[src/rtl/csma_pkg.sv]
package csma_pkg;
    typedef enum logic [2:0] {
        ST_IDLE,
        ST_DEFER,
        ST_XMIT,
        ST_JAM,
        ST_BACKOFF
    } link_state_t;
endpackage

[src/rtl/csma_lfsr.sv]
module csma_lfsr #(
    parameter int          WIDTH = 8,
    parameter logic [7:0]  SEED  = 8'h01
) (
    input  logic             clk,
    input  logic             rst_n,
    output logic [WIDTH-1:0] value
);
    logic [7:0] q;
    logic       fb;

    // taps for x^8 + x^6 + x^5 + x^4 + 1, maximal length
    assign fb = q[7] ^ q[5] ^ q[4] ^ q[3];

    always_ff @(posedge clk or negedge rst_n) begin
        if (!rst_n) q <= SEED;
        else        q <= {q[6:0], fb};
    end

    generate
        if (WIDTH >= 8) begin : g_wide
            assign value = {{(WIDTH-8){1'b0}}, q};
        end else begin : g_narrow
            assign value = q[WIDTH-1:0];
        end
    endgenerate
endmodule

[src/rtl/csma_bit_counter.sv]
module csma_bit_counter #(
    parameter int W = 4
) (
    input  logic         clk,
    input  logic         rst_n,
    input  logic         clr,
    input  logic         inc,
    output logic [W-1:0] count
);
    always_ff @(posedge clk or negedge rst_n) begin
        if (!rst_n)   count <= '0;
        else if (clr) count <= '0;
        else if (inc) count <= count + 1'b1;
    end
endmodule

[src/rtl/csma_rx_track.sv]
module csma_rx_track (
    input  logic clk,
    input  logic rst_n,
    input  logic rx_go,
    input  logic tx_side_busy,
    input  logic collision,
    input  logic rfifo_loaded,
    input  logic rx_eof,
    input  logic flag_clr,
    output logic rx_enable,
    output logic rx_done,
    output logic rx_abort,
    output logic rx_drop
);
    logic listening;
    logic hit_abort;
    logic hit_drop;
    logic hit_done;

    always_comb begin
        listening = rx_enable && !tx_side_busy;
        hit_abort = listening && collision && rfifo_loaded;
        hit_drop  = listening && collision && !rfifo_loaded;
        hit_done  = listening && !collision && rx_eof;
    end

    always_ff @(posedge clk or negedge rst_n) begin
        if (!rst_n) begin
            rx_enable <= 1'b0;
            rx_done   <= 1'b0;
            rx_abort  <= 1'b0;
            rx_drop   <= 1'b0;
        end else begin
            rx_drop <= hit_drop;
            if (hit_abort || hit_done) rx_enable <= 1'b0;
            else if (rx_go)            rx_enable <= 1'b1;
            if (hit_abort)     rx_abort <= 1'b1;
            else if (flag_clr) rx_abort <= 1'b0;
            if (hit_done)      rx_done <= 1'b1;
            else if (flag_clr) rx_done <= 1'b0;
        end
    end

    p_abort_rx_off_r10: assert property (@(posedge clk) disable iff (!rst_n)
        $rose(rx_abort) |-> !rx_enable);
    p_drop_keeps_rx_r9: assert property (@(posedge clk) disable iff (!rst_n)
        rx_drop |-> rx_enable);
    p_done_rx_off_r11: assert property (@(posedge clk) disable iff (!rst_n)
        $rose(rx_done) |-> !rx_enable);
endmodule

[src/rtl/csma_access_ctrl.sv]
module csma_access_ctrl
    import csma_pkg::*;
#(
    parameter int IFS_BITS  = 12,
    parameter int JAM_BITS  = 4,
    parameter int SLOT_BITS = 8,
    parameter int SLOT_W    = 8,
    parameter int CNT_W     = 8
) (
    input  logic              clk,
    input  logic              rst_n,
    input  logic              tx_go,
    input  logic              rx_go,
    input  logic              flag_clr,
    input  logic              line_idle,
    input  logic              collision,
    input  logic              tfifo_empty,
    input  logic              last_byte_sent,
    input  logic              rfifo_loaded,
    input  logic              rx_eof,
    input  logic              det_mode,
    input  logic [SLOT_W-1:0] my_slot,
    output logic              tx_start,
    output logic              jam,
    output logic              backoff_active,
    output logic              tx_enable,
    output logic              rx_enable,
    output logic              tx_done,
    output logic              rx_done,
    output logic              rx_abort,
    output logic              rx_drop,
    output logic [CNT_W-1:0]  coll_cnt
);
    localparam int TMAX0 = (IFS_BITS > JAM_BITS) ? IFS_BITS : JAM_BITS;
    localparam int TMAX  = (TMAX0 > SLOT_BITS) ? TMAX0 : SLOT_BITS;
    localparam int TW    = $clog2(TMAX + 1);
    localparam logic [TW-1:0] IFS_LAST  = TW'(IFS_BITS - 1);
    localparam logic [TW-1:0] JAM_LAST  = TW'(JAM_BITS - 1);
    localparam logic [TW-1:0] SLOT_LAST = TW'(SLOT_BITS - 1);

    link_state_t       state_q, state_d;
    logic [TW-1:0]     bit_cnt;
    logic [SLOT_W-1:0] slot_cnt;
    logic [SLOT_W-1:0] target_q;
    logic [SLOT_W-1:0] lfsr_val;
    logic              cnt_clr, cnt_inc, slot_clr, slot_inc;
    logic              load_tgt, load_own, coll_hit, tx_finish;
    logic              tx_side_busy;

    csma_lfsr #(.WIDTH(SLOT_W), .SEED(8'h01)) u_lfsr (
        .clk(clk), .rst_n(rst_n), .value(lfsr_val));

    csma_bit_counter #(.W(TW)) u_bit_timer (
        .clk(clk), .rst_n(rst_n), .clr(cnt_clr), .inc(cnt_inc), .count(bit_cnt));

    csma_bit_counter #(.W(SLOT_W)) u_slot_timer (
        .clk(clk), .rst_n(rst_n), .clr(slot_clr), .inc(slot_inc), .count(slot_cnt));

    // next-state and timer control
    always_comb begin
        state_d   = state_q;
        cnt_clr   = 1'b0;
        cnt_inc   = 1'b0;
        slot_clr  = 1'b0;
        slot_inc  = 1'b0;
        load_tgt  = 1'b0;
        load_own  = 1'b0;
        coll_hit  = 1'b0;
        tx_finish = 1'b0;
        unique case (state_q)
            ST_IDLE: begin
                if (det_mode && collision) begin
                    state_d  = ST_BACKOFF;
                    cnt_clr  = 1'b1;
                    slot_clr = 1'b1;
                    load_own = 1'b1;
                end else if (tx_enable) begin
                    state_d = ST_DEFER;
                    cnt_clr = 1'b1;
                end
            end
            ST_DEFER: begin
                if (det_mode && collision) begin
                    state_d  = ST_BACKOFF;
                    cnt_clr  = 1'b1;
                    slot_clr = 1'b1;
                    load_own = 1'b1;
                end else if (!line_idle) begin
                    cnt_clr = 1'b1;
                end else if (bit_cnt == IFS_LAST) begin
                    state_d = ST_XMIT;
                    cnt_clr = 1'b1;
                end else begin
                    cnt_inc = 1'b1;
                end
            end
            ST_XMIT: begin
                if (collision) begin
                    state_d  = ST_JAM;
                    cnt_clr  = 1'b1;
                    coll_hit = 1'b1;
                end else if (tfifo_empty && last_byte_sent) begin
                    state_d   = ST_IDLE;
                    tx_finish = 1'b1;
                end
            end
            ST_JAM: begin
                if (bit_cnt == JAM_LAST) begin
                    state_d  = ST_BACKOFF;
                    cnt_clr  = 1'b1;
                    slot_clr = 1'b1;
                    load_tgt = 1'b1;
                end else begin
                    cnt_inc = 1'b1;
                end
            end
            ST_BACKOFF: begin
                if (slot_cnt == target_q) begin
                    state_d = ST_IDLE;
                    cnt_clr = 1'b1;
                end else if (bit_cnt == SLOT_LAST) begin
                    cnt_clr  = 1'b1;
                    slot_inc = 1'b1;
                end else begin
                    cnt_inc = 1'b1;
                end
            end
            default: state_d = ST_IDLE;
        endcase
    end

    // state register
    always_ff @(posedge clk or negedge rst_n) begin
        if (!rst_n) begin
            state_q  <= ST_IDLE;
            tx_start <= 1'b0;
        end else begin
            state_q  <= state_d;
            tx_start <= (state_q == ST_DEFER) && (state_d == ST_XMIT);
        end
    end

    // outputs decoded from state
    always_comb begin
        jam            = (state_q == ST_JAM);
        backoff_active = (state_q == ST_BACKOFF);
        tx_side_busy   = (state_q == ST_XMIT) || (state_q == ST_JAM);
    end

    always_ff @(posedge clk or negedge rst_n) begin
        if (!rst_n) begin
            target_q <= '0;
        end else if (load_own) begin
            target_q <= my_slot;
        end else if (load_tgt) begin
            target_q <= det_mode ? my_slot : lfsr_val;
        end
    end

    always_ff @(posedge clk or negedge rst_n) begin
        if (!rst_n) begin
            tx_enable <= 1'b0;
            tx_done   <= 1'b0;
            coll_cnt  <= '0;
        end else begin
            if (tx_finish)  tx_enable <= 1'b0;
            else if (tx_go) tx_enable <= 1'b1;
            if (tx_finish)     tx_done <= 1'b1;
            else if (flag_clr) tx_done <= 1'b0;
            if (coll_hit) begin
                if (flag_clr)              coll_cnt <= CNT_W'(1);
                else if (coll_cnt != '1)   coll_cnt <= coll_cnt + 1'b1;
            end else if (flag_clr) begin
                coll_cnt <= '0;
            end
        end
    end

    csma_rx_track u_rx (
        .clk(clk), .rst_n(rst_n), .rx_go(rx_go), .tx_side_busy(tx_side_busy),
        .collision(collision), .rfifo_loaded(rfifo_loaded), .rx_eof(rx_eof),
        .flag_clr(flag_clr), .rx_enable(rx_enable), .rx_done(rx_done),
        .rx_abort(rx_abort), .rx_drop(rx_drop));

    p_start_after_idle_r2: assert property (@(posedge clk) disable iff (!rst_n)
        tx_start |-> $past(line_idle));
    p_one_role_r1: assert property (@(posedge clk) disable iff (!rst_n)
        $onehot0({tx_start, jam, backoff_active}));
    p_jam_needs_coll_r4: assert property (@(posedge clk) disable iff (!rst_n)
        $rose(jam) |-> $past(collision));
    p_coll_step_r4: assert property (@(posedge clk) disable iff (!rst_n)
        (state_q == ST_XMIT && collision && !flag_clr && coll_cnt != '1)
            |=> coll_cnt == $past(coll_cnt) + 1'b1);
    p_done_drops_en_r3: assert property (@(posedge clk) disable iff (!rst_n)
        $rose(tx_done) |-> !tx_enable);
    p_det_slot_r6: assert property (@(posedge clk) disable iff (!rst_n)
        ($rose(backoff_active) && $past(det_mode)) |-> target_q == $past(my_slot));
endmodule

[config.mk]
export PLATFORM = sky130hd
export DESIGN_NAME = csma_access_ctrl
export DESIGN_NICKNAME = d
export VERILOG_FILES = /design/src/rtl/csma_pkg.sv /design/src/rtl/csma_lfsr.sv /design/src/rtl/csma_bit_counter.sv /design/src/rtl/csma_rx_track.sv /design/src/rtl/csma_access_ctrl.sv
export SDC_FILE = /design/constraint.sdc
export NUM_CORES = 1
export LEC_CHECK = 0
export BUFFER_PORTS_ARGS = -buffer_cell sky130_fd_sc_hd__clkbuf_2
export CAP_MARGIN = 10
export CORE_MARGIN = 2
export CORE_UTILIZATION = 61
export DETAILED_ROUTE_END_ITERATION = 8
export GPL_ROUTABILITY_DRIVEN = 0
export MAX_ROUTING_LAYER = met4
export PLACE_DENSITY = 0.89
export SLEW_MARGIN = 0
export SYNTH_ARGS = -nofsm -noshare
export SYNTH_HDL_FRONTEND = slang
export SYNTH_SLANG_ARGS = --single-unit
[constraint.sdc]
create_clock -name clk -period 4.22 [get_ports clk]
set_input_delay 0.422 -clock clk [delete_from_list [all_inputs] [get_ports clk]]
set_output_delay 0.422 -clock clk [all_outputs]
set_load 0.02 [all_outputs]
# ---- After elaboration in Yosys (flattened, before gate mapping)
# Cells that the tools add are included.
dict set report word_totals {
  ff_bits 46
  latchBits 0
  mem_bits_rw 0
  romBits 0
  input_bits 20
  output_inout_bits 17
  word_cells 112
  mem_count 0
}
dict set report classes {
  n_addsub 3
  multipliers 0
  div 0
  n_lt_le_gt_ge 0
  eq_ne 10
  shifts 0
  mux 56
  bitwise 3
  n_reduce_logical 27
}
# cell n
set op_table {}
lappend op_table {{$mux W8} 9}
lappend op_table {{$mux W1} 32}
lappend op_table {{$mux W3} 9}
lappend op_table {{$reduce_bool A2 Y1} 10}
lappend op_table {{$add A8 B1 Y8 const B} 2}
lappend op_table {{$pmux W3 S5} 1}
lappend op_table {{$eq A3 B2 Y1 const B} 3}
lappend op_table {{$logic_and A1 B1 Y1} 9}
lappend op_table {{$eq A8 B8 Y1} 1}
lappend op_table {{$mux W4} 2}
lappend op_table {{$ne A8 B8 Y1 const B} 1}
lappend op_table {{$pmux W1 S5} 1}
lappend op_table {{$add A4 B1 Y4 const B} 1}
lappend op_table {{$eq A4 B2 Y1 const B} 1}
lappend op_table {{$eq A4 B3 Y1 const B} 1}
lappend op_table {{$eq A4 B4 Y1 const B} 1}
lappend op_table {{$eq A3 B1 Y1 const B} 1}
lappend op_table {{$eq A3 B3 Y1 const B} 1}
lappend op_table {{$logic_not A1 Y1} 3}
lappend op_table {{$logic_not A3 Y1} 1}
lappend op_table {{$pmux W1 S3} 1}
lappend op_table {{$xor A1 B1 Y1} 3}
lappend op_table {{$logic_or A1 B1 Y1} 2}
lappend op_table {{$pmux W1 S2} 1}
lappend op_table {{2 further kinds} 2}

# ---- Longest topological paths before layout
# Gate-level depths: netlist (run 1).
dict set report logic_depth {
  word_depth 8
  ltp_mapped 7
  ltp_nobuf 7
}

# ---- By module
# A second synthesis (run 1) with hierarchy kept.
dict set report hier_totals {
  cells_unflattened 203
  hier_area_um2 2290.9
}
# module instances cells_each area_per_inst_um2 seq_area_each_um2
set modules_own_cells {}
lappend modules_own_cells {csma_access_ctrl 1 125 1300.0 550.5}
lappend modules_own_cells {{csma_bit_counter (u_slot_timer)} 1 37 396.6 200.2}
lappend modules_own_cells {csma_lfsr 1 11 227.7 201.4}
lappend modules_own_cells {{csma_bit_counter (u_bit_timer)} 1 16 192.7 100.1}
lappend modules_own_cells {csma_rx_track 1 14 173.9 100.1}

# ---- Least setup slack after synthesis (run 1)
# Ideal clock, no wire load.
dict set report synth_path {
  kind {register -> register}
  from {register u_slot_timer.count[6]}
  to {register u_bit_timer.count[0]}
  setup_ns 0.124
  t_arrival_ns 1.625
  required_time_ns 4.096
  path_slack_ns 2.471
  path_stages_with_launch 5
  path_buffers 0
  period_less_slack_ns 1.749
  path_cell_list {dfrtp_1 xor2_1 nor4_4 a2111oi_0 o31a_1}
}
dict set report synth_via {
  elab_chain_cells 4
  word_cells_on_any_way 7
  classes_between {eq/ne: 1; mux: 5; reduce/logical: 1}
}
# item line_no
set synth_lines {}
lappend synth_lines {{start: declaration} csma_bit_counter.sv:8} ;# output logic [W-1:0] count
lappend synth_lines {{start signal: assignment} csma_bit_counter.sv:13} ;# else if (inc) count <= count + 1'b1;
lappend synth_lines {{$eq A8 B8 Y1 (*)} csma_access_ctrl.sv:118} ;# if (slot_cnt == target_q) begin
lappend synth_lines {{$mux W1} csma_access_ctrl.sv:118}
lappend synth_lines {{$pmux W1 S5 / $pmux W1 S3 (equally long branches)} csma_access_ctrl.sv:70} ;# unique case (state_q)
lappend synth_lines {{$mux W4 / $reduce_bool A2 Y1 (equally long branches)} -}
lappend synth_lines {{end signal: assignment} csma_bit_counter.sv:13}
lappend synth_lines {{end: declaration} csma_bit_counter.sv:8}
# Mark *: on every way between the ends. The rest lies on a longest branch, timed or not.
# A chain may end at the register's enable or synchronous reset.

# ---- Worst setup path in the final report (run 1)
dict set report layout_path {
  from {register state_q[2]}
  to {output backoff_active}
}
dict set report layout_via {
  elab_chain_cells 1
}
# item line_no
set layout_lines {}
lappend layout_lines {{start: declaration} csma_access_ctrl.sv:41} ;# link_state_t state_q, state_d;
lappend layout_lines {{start signal: assignment} csma_access_ctrl.sv:138} ;# state_q <= state_d;
lappend layout_lines {{$eq A3 B3 Y1} csma_access_ctrl.sv:146} ;# backoff_active = (state_q == ST_BACKOFF);
lappend layout_lines {{end: declaration} csma_access_ctrl.sv:25} ;# output logic backoff_active,
# No other way between the ends.

==> parameters.txt, run 1 <==
Parameter                              Value

Outcome
  Result of the run ... complete, no violations

Synth
  Primary flip-flop cell chosen by synthesis mapping ... sky130_fd_sc_hd__dfrtp_1
  Synth warn ... 0
  Netlist Area Pre-Place ... 0.00243 mm²
  Synth async-reset ratio ... 100%
  Number of synthesized flops with an enable pin ... 0
  Sequential-to-total area share from yosys stat ... 47.5%
  Mean area per synthesized cell ... 10.2 µm²
  Number of synthesized register bits ... 46
  Number of nets in the synthesized netlist ... 260
  Gate count after technology mapping ... 237
  Count of unique library cells instantiated by Yosys ... 53

Setup path
  Maximum net fanout on the critical path ... 7
  Sort of element at the end of the critical path ... primary output
  Startpoint-to-endpoint class of the critical path ... flop to primary output
  Register-to-register setup slack ... between 2000 and 2500 ps
  Launch point of the worst reg-to-reg path ... u_bit_timer.count[0]
  Critical path arrival ... 1610 ps
  CP startpoint kind ... flop
  Req. time, crit path ... 3800 ps
  Critical Path Source ... state_q[2]

Layout
  Area delta synth->final ... 13.0%
  Non-Filler Cell Area, Final ... ~0.0027 mm²
  Number of nets in the final layout ... 296
  Share of layout cells above drive strength 1 ... 21.9%
  Final antenna diode count ... 0

Place
  PortBufs ... 36
  Cell Area, Placed ... ~0.0026 mm²
  Estimated wirelength of the detail-placed design ... 3.39 mm

Global route
  Number of antenna violations at the first check in global routing ... 0
  Number of global-route vias before repair ... 1767
  Maximum number of pins on one net before global-route repair ... 47
  Aggregate global routing overflow ... 0
  Wire length of the first global-routing pass ... 7.88 mm
  GRT Overall Usage ... 24.4%

Routing
  Residual DRC count ... 0
  Routed vias ... roughly 1900
  Routed Antenna Nets ... 0
  Initial DRC count ... 143
  Drt via density ... 5.79
  Wire length per cell after detailed routing ... 14.8 µm
  Total routed wirelength ... 4.76 mm
  Router iterations before antenna repair ... 4

Floorplan
  Die span in y ... 67.1 µm
  Die area ... ~0.0045 mm²
  Die Wd ... 67.1 µm
  Starting utilization of the core area ... 64.8%
  I/O pin total ... 37
  Area of the core ... 0.00374 mm²
  Number of placement rows ... 22

Power and ir drop
  Design internal power ... 693 µW
  Switching power as a share of total power ... 30.7%
  Peak supply drop ... 0.259 mV
  Power Dens Cells ... 364 mW/mm²
  Clock Power Share ... 28.2%
  Leakage power figure ... 0.00126 µW
  Reported net switching power ... between 300 and 400 µW
  Sequential share of power ... 52.4%
  Comb pwr share ... 19.3%

Worst hold path
  Worst hold path type ... input pin to async pin

CTS
  CTS Hold Bufs ... 0
  Buffer type at the clock tree root ... sky130_fd_sc_hd__clkbuf_8
  Number of gates resized after cts ... 0
  Clock latency reported for the late side of the worst-skew pair ... 300 ps
  Buffers inserted during post-CTS setup optimization ... 0
  Clock buffer depth ... 2
  Clock sinks ... 46
  Number of H-tree levels ... 2
  Clock transition time at the flip-flop clock pins of the worst setup and hold paths ... 80 ps
  TritonCTS clock tree ... yes
  Number of buffers created by CTS ... 5

STA
  F_max ... 0.492 GHz
  Worst relative slew slack ... 57.9%
  Final clock skew ... 4.39 ps
  Total count of hold-check failures in the final report ... 0
  Final-report max-slew violation count ... 0
  Period Utilization, post-route ... 48.2%
  Final setup violation count ... 0
  Unrepaired setup endpoints after global routing ... false
  Transition time of the tightest slew-check pin ... 627 ps
  Post-Route Setup TNS ... 0 ps
  Clock period minus final worst setup slack ... 2030 ps

Flow run
  Max-cap violations ... 0
synthesized netlist by cell type (2+ instances only):
cell type | count | area share (%)
sky130_fd_sc_hd__o22ai_1 | 3 | 0.77
sky130_fd_sc_hd__a31oi_1 | 2 | 0.52
sky130_fd_sc_hd__a31o_1 | 2 | 0.72
sky130_fd_sc_hd__a21o_1 | 2 | 0.62
sky130_fd_sc_hd__xor2_1 | 10 | 3.6
sky130_fd_sc_hd__nor3b_1 | 2 | 0.62
sky130_fd_sc_hd__a21oi_1 | 20 | 4.1
sky130_fd_sc_hd__nand4_1 | 6 | 1.5
sky130_fd_sc_hd__nor2b_1 | 4 | 1.0
sky130_fd_sc_hd__buf_2 | 3 | 0.62
sky130_fd_sc_hd__nand3_1 | 8 | 1.6
sky130_fd_sc_hd__a21boi_0 | 2 | 0.62
sky130_fd_sc_hd__dfrtp_1 | 45 | 46
sky130_fd_sc_hd__nor3_1 | 2 | 0.41
sky130_fd_sc_hd__a21oi_2 | 2 | 0.72
sky130_fd_sc_hd__nand3b_1 | 2 | 0.62
sky130_fd_sc_hd__nand2b_1 | 4 | 1.0
sky130_fd_sc_hd__o21ai_0 | 7 | 1.4
sky130_fd_sc_hd__and4_1 | 2 | 0.72
sky130_fd_sc_hd__nor4_4 | 2 | 1.8
sky130_fd_sc_hd__or3_1 | 2 | 0.52
sky130_fd_sc_hd__xnor2_1 | 10 | 3.6
sky130_fd_sc_hd__inv_1 | 10 | 1.5
sky130_fd_sc_hd__clkbuf_1 | 4 | 0.62
sky130_fd_sc_hd__nor2_1 | 26 | 4.0
sky130_fd_sc_hd__nand2_1 | 14 | 2.2
sky130_fd_sc_hd__ha_1 | 3 | 1.5
sky130_fd_sc_hd__mux2i_1 | 11 | 4.5
sky130_fd_sc_hd__and2_1 | 3 | 0.77
cell type report:
class,instances,area (µm²)
Multi-Input combinational cell,171,1190
Sequential cell,46,1150
Fill cell,278,1000
Timing Repair Buffer,38,208
Clock buffer,7,86.3
Tap cell,48,60.1
Inverter,11,41.3
Clock inverter,1,8.76
power groups by stage:
stage                     sequential (µW)  clock (µW)  combinational (µW)
after floorplan                       526           0                 140
after global placement                531           0                 183
after detailed placement              532           0                 191
after CTS                             524         287                 193
after global routing                  530         308                 215
final                                 524         282                 193
cell usage in the layout, fill, tap and decap left out, drive strengths merged, types with 4 or more instances in the layout:
cell and count:
dfrtp 45, clkbuf 43, nor2 26, a21oi 22, nand2 14, inv 12, mux2i 11, xor2 10
xnor2 10, nand3 8, o21ai 7, nand4 6, nor2b 4, nand2b 4
path summary, 6_finish.rpt:
check,cells after the start,endpoint
max,4,backoff_active
min,1,coll_cnt[5]
max reg2reg,7,target_q[0]
min reg2reg,0,u_lfsr.value[2]
max in group asynchronous,2,u_lfsr.value[0]
min in group clk,2,u_rx.rx_drop
critical path: stages (launching register included):
cell                       delay (ps)
sky130_fd_sc_hd__dfrtp_1          450
sky130_fd_sc_hd__inv_1            100
sky130_fd_sc_hd__or3_4            430
sky130_fd_sc_hd__inv_2            140
sky130_fd_sc_hd__clkbuf_2         190
flip-flops by register name, summed over array words and instances (netlist names):
register            cells
u_lfsr.value            8
target_q                8
u_rx.rx_abort           1
u_rx.rx_enable          1
u_rx.rx_drop            1
tx_done                 1
u_rx.rx_done            1
u_slot_timer.count      8
u_bit_timer.count       4
tx_enable               1
coll_cnt                8
tx_start                1
state_q                 3
per-stage QoR:
step                      util [%]  hold slack (ps)  setup WS, ps  instances  total power [µW]
after global placement        70.2              359          2300        313               713
after floorplan                  -              126          2470        237               666
after detailed placement      70.2              367          2250        313               723
after CTS                     72.8              285          2210        321              1000
final                         73.3             50.5          2190        322              1000
after global routing          73.3             79.1          2130        322              1050
metal layers:
layer	up-vias	part of all wire, %	track usage, %
met5	-	0	-
met4	0	1.6	7.14
met3	7	4.2	6.08
met2	47	51	40.5
met1	899	44	29.7
li1	910	-	-
kinds of logic after synthesis:
family	synth area share, %
AO/OA/AOI/OAI	16.0
buffers and inverters	3.61
XOR/XNOR	7.22
adder cells (fa/ha/maj)	1.55
AND/OR/NAND/NOR	19.2
multiplexers	5.00
flip-flops	47.5
(Power assumes the default switching activity.)
==> run 2: changes to the inputs <==
- ABC_AREA: unset -> 1
- CORE_UTILIZATION: 61 -> 51
- PLACE_DENSITY: 0.89 -> 0.8
- clock period: 4.22 -> 1.8 ns (I/O delays scaled with it)
==> run 2 against run 1 <==
The run now ends with setup timing left. Sequential share of layout area shrank 0.66 points. Synthesized cell count grew 25%. Clock skew grew 7.5 ps. Power grew to 2.6 times the previous value. Utilization shrank 10 points. Global-route usage shrank 3.3 points. Via count grew 9.6%. Clock power grew 130%. Routed wire length grew 4.8%. Worst setup slack lost 2200 ps.
==> parameters.txt, run 2 <==
Parameter                              Value

Outcome
  Result of the run ... finished, violations left
  Violations in the final reports ... setup timing

Synth
  Most instantiated cells after synthesis ... sky130_fd_sc_hd__nand2_1, sky130_fd_sc_hd__dfrtp_1, sky130_fd_sc_hd__inv_1
  Count leader, synth ... sky130_fd_sc_hd__nand2_1
  Synth warn ... 0 (unchanged)
  Synth async-reset ratio ... 100% (unchanged)
  Number of synthesized register bits ... 46 (unchanged)
  Mean area per synthesized cell ... 8.00 µm² (-22%)
  Primary flip-flop cell chosen by synthesis mapping ... sky130_fd_sc_hd__dfrtp_1
  Number of synthesized flops with an enable pin ... 0 (unchanged)
  Count of unique library cells instantiated by Yosys ... 32 (-40%)
  Netlist Area Pre-Place ... 0.00237 mm² (-2.5%)
  Gate count after technology mapping ... 296 (+25%)
  Sequential-to-total area share from yosys stat ... 48.7% (+1.2 points)
  Post-synth top area share ... 47.6% (+1.2 points)
  Dominant cells by area after synthesis ... sky130_fd_sc_hd__dfrtp_1, sky130_fd_sc_hd__nand2_1, sky130_fd_sc_hd__inv_1, sky130_fd_sc_hd__nor2_1, sky130_fd_sc_hd__nand3_1
  Number of nets in the synthesized netlist ... 319 (+23%)
  Most area-hungry cell type in the Yosys netlist ... sky130_fd_sc_hd__dfrtp_1

Global route
  Number of antenna violations at the first check in global routing ... 0 (unchanged)
  Number of global-route vias before repair ... 1947 (+10%)
  Aggregate global routing overflow ... 0 (unchanged)
  Wire length of the first global-routing pass ... 8.54 mm (+8.4%)
  Maximum number of pins on one net before global-route repair ... 47 (unchanged)
  GRT Overall Usage ... 21.2% (-3.3 points)

Power and ir drop
  Peak supply drop ... 0.548 mV (+110%)
  Leakage power figure ... 0.00142 µW (+13%)
  Power Dens Cells ... 946 mW/mm² (+160%)

CTS
  Number of H-tree levels ... 2 (unchanged)
  Clock sinks ... 46 (unchanged)
  TritonCTS clock tree ... yes
  Clock buffer depth ... 2 (unchanged)
  Number of buffers created by CTS ... 5 (unchanged)
  Buffer type at the clock tree root ... sky130_fd_sc_hd__clkbuf_8
  Clock latency reported for the late side of the worst-skew pair ... 300 ps (about the same)
  Clock transition time at the flip-flop clock pins of the worst setup and hold paths ... 80 ps (about the same)

Place
  PortBufs ... 36 (unchanged)
  Placed cell count ... 383 (+22%)
  Estimated wirelength of the detail-placed design ... 3.43 mm (+1.2%)
  Worst setup timing slack at the placement stage ... 43.6 ps (-2210 ps)

Layout
  Most common cell after layout, fill and taps aside ... sky130_fd_sc_hd__nand2_1
  Final antenna diode count ... 0 (unchanged)
  Number of nets in the final layout ... 368 (+24%)
  Post-route non-filler standard cell count ... 398 (+24%)
  Share of layout cells above drive strength 1 ... 22.8% (+0.93 points)
  Most frequent cells in the layout ... sky130_fd_sc_hd__nand2_1, sky130_fd_sc_hd__dfrtp_1, sky130_fd_sc_hd__clkbuf_2, sky130_fd_sc_hd__inv_1, sky130_fd_sc_hd__nor2_1
  Area delta synth->final ... 17.8%
  Final Core Density ... 63.2% (-10 points)

Setup path
  Startpoint-to-endpoint class of the critical path ... flop to flop
  Maximum net fanout on the critical path ... 7 (unchanged)
  Sort of element at the end of the critical path ... flop
  Launch point of the worst reg-to-reg path ... coll_cnt[1]
  Critical path arrival ... 2040 ps (+430 ps)
  Req. time, crit path ... 2020 ps (-1780 ps)
  Critical Path Source ... coll_cnt[1]
  CP startpoint kind ... flop

Floorplan
  Die Wd ... 72.1 µm (+7.5%)
  Die area ... 0.00520 mm² (+16%)
  Die span in y ... 72.1 µm (+7.5%)
  Area of the core ... 0.00441 mm² (+18%)
  Number of placement rows ... 24 (+9.1%)
  I/O pin total ... 37 (unchanged)
  Starting utilization of the core area ... 53.6% (-11 points)

Routing
  Drt via density ... 5.13 (-11%)
  Residual DRC count ... 0 (unchanged)
  Uppermost layer routed ... met4
  Router iterations before antenna repair ... 4 (unchanged)
  Wl on met1 ... 2.37 mm (+14%)
  Routed Antenna Nets ... 0 (unchanged)
  Wire length per cell after detailed routing ... 12.5 µm (-15%)
  Total routed wirelength ... 4.99 mm (+4.8%)
  Routed met3 length ... 234 µm (+17%)
  Initial DRC count ... 152 (+6.3%)
  Routed vias ... 2042 (+9.6%)
  Metal2 WL ... 2.34 mm (-2.7%)

Worst hold path
  Worst hold path type ... input pin to flop
  Beginning of the worst hold path ... rfifo_loaded

STA
  Worst relative slew slack ... 62.1% (+4.3 points)
  PnR worst setup slack ... -18.7 ps (-2200 ps)
  Total count of hold-check failures in the final report ... 0 (unchanged)
  Final-report max-slew violation count ... 0 (unchanged)
  Transition time of the tightest slew-check pin ... 568 ps (-59.1 ps)
  F_max ... 0.550 GHz
  Period Utilization, post-route ... 101%
  Final clock skew ... 11.9 ps (+7.51 ps)
  Final setup violation count ... 3 (+3)
  Clock period minus final worst setup slack ... roughly 1800 ps

Flow run
  Max-cap violations ... 0 (unchanged)
[run 2: cell types whose count changed after synthesis, moves of 5 or more]
cell	before	now
sky130_fd_sc_hd__o211ai_1	1	6
sky130_fd_sc_hd__nand2_1	14	76
sky130_fd_sc_hd__inv_1	10	32
sky130_fd_sc_hd__nand3_1	8	20
sky130_fd_sc_hd__inv_2	1	8
sky130_fd_sc_hd__a21oi_1	20	8
sky130_fd_sc_hd__nand2_2	0	5
sky130_fd_sc_hd__o21ai_1	0	13
sky130_fd_sc_hd__xor2_1	10	4
sky130_fd_sc_hd__mux2i_1	11	0
sky130_fd_sc_hd__xnor2_1	10	5
[run 2: critical path: stages (launching register included)]
cell and delay (ps):
sky130_fd_sc_hd__dfrtp_1 410, sky130_fd_sc_hd__ha_2 230, sky130_fd_sc_hd__nand3_2 130, sky130_fd_sc_hd__nor2_4 160, sky130_fd_sc_hd__nand2_1 80, sky130_fd_sc_hd__nor2_2 170, sky130_fd_sc_hd__nand2_2 100, sky130_fd_sc_hd__nand2_4 120
sky130_fd_sc_hd__nand2_4 70, sky130_fd_sc_hd__o21a_1 120, sky130_fd_sc_hd__a21oi_1 140
[run 2: final timing paths]
| check | endpoint | slack, ps | depth (start not counted) |
|---|---|---|---|
| max | coll_cnt[6] | -20 | 10 |
| min reg2reg | u_lfsr.value[3] | 390 | 0 |
| max in group asynchronous | u_bit_timer.count[1] | 910 | 3 |
| min in group asynchronous | u_lfsr.value[6] | 500 | 3 |
| min | u_rx.rx_drop | 40 | 2 |
| max reg2reg | coll_cnt[6] | -20 | 10 |
[run 2: routing by layer]
metal  vias up  track usage (%)
li1       1052                -
met1       932             28.6
met2        50             33.0
met3         8             4.58
met4         0             5.03
met5         -                -
[run 2: power by group]
part           internal (µW)  switching, µW  total [µW]
Clock                    314            333         647
Sequential              1160           92.4        1250
Combinational            273            470         743
[run 2: area by class of cell]
type	count	area (µm²)
sequential	46	1150
clock buffer	8	90.1
fill	373	1630
tap	52	65.1
inverter	40	150
timing repair buffer	47	265
multi-input combinational	205	1060
[run 2: stage by stage]
step           TNS [ps]  area [µm²]  hold slack [ps]  power (µW)
6_report          -30.0        2790             41.0        2640
5_1_grt            -532        2790             31.2        2820
4_1_cts               0        2720             32.3        2660
3_5_place_dp          0        2620              296        2000
3_3_place_gp          0        2620              302        1980
2_1_floorplan         0        2370             -116        1810
[run 2: kinds of logic (layout without fill, tap and decap cells)]
group / count (synthesis) / count (layout) / synth area share (%)
flip-flops: 46 / 46 / 48.7
XOR/XNOR: 9 / 9 / 3.33
buffers and inverters: 45 / 95 / 7.29
adder cells (fa/ha/maj): 3 / 3 / 1.59
AO/OA/AOI/OAI: 48 / 48 / 12.0
AND/OR/NAND/NOR: 145 / 145 / 27.1
[run 2: timing repair]
| action | CTS | global route |
|---|---|---|
| hold buffers | 1 | 0 |
| hold endpoints to repair | 45 | 0 |
| setup endpoints to repair | 0 | 7 |
| resized for setup | 0 | 6 |
| setup buffers | 0 | 6 |
==> run 3: changes to the inputs <==
- ABC_AREA: 1 -> unset
==> run 3 against run 2 <==
Utilization down 1.4 points. Final cell count down 14%. Maximum frequency up 5.7%. Global-route usage down 0.49 points. Sequential share of layout area down 1.2 points. Largest power group unchanged. The run now ends clean. Clock power down 3.2%.
==> parameters.txt, run 3 (same netlist as run 1, synthesis figures left out) <==
Parameter                              Value

Outcome
  Result of the run ... complete, no violations

Floorplan
  Die Wd ... 73.0 µm (+1.2%)
  Die span in y ... 73.0 µm (+1.2%)
  Die area ... 0.00533 mm² (+2.4%)
  Number of placement rows ... 25 (+4.2%)
  Area of the core ... 0.00466 mm² (+5.6%)
  Starting utilization of the core area ... 52.1% (-1.5 points)
  I/O pin total ... 37 (unchanged)

Setup path
  Buffers plus inverters on the worst setup path ... 2 (+2)
  Number of cells traversed by the worst register-to-register path ... 7 (-3)
  Sort of element at the end of the critical path ... flop
  Cell count along the critical path ... 7 (-3)
  Launch point of the worst reg-to-reg path ... state_q[2]
  CP startpoint kind ... flop
  Startpoint-to-endpoint class of the critical path ... flop to flop
  Largest stage delay, worst path ... 430 ps (+20 ps)
  Ordered list of cells on the worst path ... inv_1 > or3_4 > inv_4 > nand2_1 > a2111oi_4 > xnor2_1 > nor2_1
  Req. time, crit path ... 1990 ps (-30 ps)
  Capturing point of the worst reg2reg path ... u_slot_timer.count[6]
  Worst path top cell family by delay ... simple AND/OR/NAND/NOR gates
  Maximum net fanout on the critical path ... 7 (unchanged)
  Register-to-register setup slack ... 80 ps (+100 ps)
  Critical path arrival ... 1910 ps (-130 ps)
  Slowest cell on the critical path ... sky130_fd_sc_hd__or3_4

Layout
  Number of nets in the final layout ... 309 (-16%)
  Most frequent cells in the layout ... sky130_fd_sc_hd__dfrtp_1, sky130_fd_sc_hd__clkbuf_2, sky130_fd_sc_hd__nor2_1, sky130_fd_sc_hd__a21oi_1, sky130_fd_sc_hd__nand2_1
  Filler cells ... 404 (+8.3%)
  Most common cell after layout, fill and taps aside ... sky130_fd_sc_hd__dfrtp_1
  Post-route non-filler standard cell count ... 341 (-14%)
  Area delta synth->final ... 18.5%
  Reg area ... 0.00115 mm² (+0.22%)
  Multi-input gate area in the final layout ... 0.00121 mm² (+14%)
  Final antenna diode count ... 0 (unchanged)
  Share of layout cells above drive strength 1 ... 27.5% (+4.7 points)

Power and ir drop
  Clock Power Share ... 26.6% (+2.1 points)
  Sequential share of power ... 52.2% (+4.9 points)
  Design internal power ... 1620 µW (-6.9%)
  Power Dens Cells ... 820 mW/mm² (-13%)
  Comb pwr share ... 21.2% (-7.0 points)
  Switching power as a share of total power ... 31.2% (-2.7 points)
  Reported net switching power ... 736 µW (-18%)
  Peak supply drop ... 0.671 mV (+22%)
  Leakage power figure ... 0.00132 µW (-7.4%)

CTS
  Clock latency reported for the late side of the worst-skew pair ... 300 ps (about the same)
  Buffer type at the clock tree root ... sky130_fd_sc_hd__clkbuf_8
  TritonCTS clock tree ... yes
  Number of buffers created by CTS ... 5 (unchanged)
  Number of H-tree levels ... 2 (unchanged)
  Clock transition time at the flip-flop clock pins of the worst setup and hold paths ... 90 ps (about the same)
  Clock buffer depth ... 2 (unchanged)
  Clock sinks ... 46 (unchanged)

Routing
  Router iterations before antenna repair ... 4 (unchanged)
  Total routed wirelength ... 4.81 mm (-3.6%)
  Initial DRC count ... 75 (-51%)
  Drt via density ... 5.60 (+9.2%)
  Wire length per cell after detailed routing ... 14.1 µm (+12%)
  Routed vias ... 1911 (-6.4%)
  Routed Antenna Nets ... 0 (unchanged)
  Residual DRC count ... 0 (unchanged)

STA
  Transition time of the tightest slew-check pin ... 662 ps (+93.7 ps)
  Post-Route Setup TNS ... 0 ps (+30.0 ps)
  Total count of hold-check failures in the final report ... 0 (unchanged)
  Final setup violation count ... 0 (-3)
  Period Utilization, post-route ... 95.6% (-5.5 points)
  Worst relative slew slack ... 55.9% (-6.2 points)
  Final clock skew ... 4.99 ps (-6.92 ps)
  F_max ... 0.581 GHz (+5.7%)
  Clock period minus final worst setup slack ... 1720 ps (-98.5 ps)
  Unrepaired setup endpoints after global routing ... true
  Final-report max-slew violation count ... 0 (unchanged)

Place
  PortBufs ... 36 (unchanged)
  Estimated wirelength of the detail-placed design ... 3.60 mm (+4.8%)
  Placed cell count ... 332 (-13%)

Global route
  Maximum number of pins on one net before global-route repair ... 29 (-38%)
  GRT Overall Usage ... 20.7% (-0.49 points)
  Number of global-route vias before repair ... 1859 (-4.5%)
  Aggregate global routing overflow ... 0 (unchanged)
  Wire length of the first global-routing pass ... 8.22 mm (-3.7%)
  Number of antenna violations at the first check in global routing ... 0 (unchanged)

Worst hold path
  Depth of the worst hold-timing path ... 2 (unchanged)
  Worst hold path type ... input pin to flop
  Min-Delay Endpoint ... u_rx.rx_drop
  Beginning of the worst hold path ... rfifo_loaded

Flow run
  Max-cap violations ... 0 (unchanged)
## run 3: changes by cell type in the layout (fill, tap and decap cells not counted), sizes merged, moves of 11 or more
| cell | delta |
|---|---|
| a21oi | +14 |
| inv | -29 |
| mux2i | +11 |
| nand2 | -68 |
| nand3 | -12 |
| o21ai | -18 |
## run 3: how the worst max path moves through the flow
stage	end	start
CTS	u_slot_timer.count[6]	state_q[2]
detailed placement	u_slot_timer.count[6]	state_q[2]
global placement	u_slot_timer.count[6]	state_q[2]
finish	u_slot_timer.count[6]	state_q[2]
global route	target_q[6]	u_bit_timer.count[1]
floorplan	u_bit_timer.count[0]	u_slot_timer.count[6]
## run 3: worst reg2reg max path, cell delays in order (launching register included)
cell and delay (ps):
sky130_fd_sc_hd__dfrtp_2 420, sky130_fd_sc_hd__inv_1 70, sky130_fd_sc_hd__or3_4 430, sky130_fd_sc_hd__inv_4 110, sky130_fd_sc_hd__nand2_1 100, sky130_fd_sc_hd__a2111oi_4 250, sky130_fd_sc_hd__xnor2_1 170, sky130_fd_sc_hd__nor2_1 60
## run 3: what timing repair did
item	in CTS	in global routing
setup buffers	0	0
hold buffers	1	0
resized for setup	0	7
setup endpoints to repair	0	17
hold endpoints to repair	25	0
## run 3: layout make-up
type                       count  area share (%)
sequential                    46            40.1
timing repair buffer          51            10.7
tap                           54            2.35
inverter                      11            1.52
multi-input combinational    171            42.1
clock buffer                   5            2.39
clock inverter                 3           0.739
## run 3: power by group through the flow
stage	clock, µW	sequential, µW	combinational, µW
detailed placement	0	1240	491
floorplan	0	1230	327
global route	683	1250	558
global placement	0	1240	481
finish	626	1230	500
CTS	650	1220	495
## run 3: metrics by stage
step	util, %	cell area, µm²	hold slack, ps	power (µW)	setup slack (ps)
CTS	61.1	2850	56.4	2370	10.6
global route	61.7	2880	61.3	2490	-19.0
floorplan	-	2430	-116	1560	50.8
global placement	58.9	2750	242	1720	91.5
finish	61.7	2880	67.8	2360	79.7
detailed placement	58.9	2750	255	1730	31.0
## run 3: metal layers
| layer | part of all wire [%] | routed length, µm | track usage (%) | vias up |
|---|---|---|---|---|
| met5 | 0 | 0 | - | - |
| met1 | 47 | 2250 | 26.5 | 925 |
| met2 | 48 | 2320 | 32.4 | 39 |
| li1 | - | - | - | 941 |
| met3 | 3.5 | 166 | 3.87 | 6 |
| met4 | 1.5 | 73 | 8.44 | 0 |
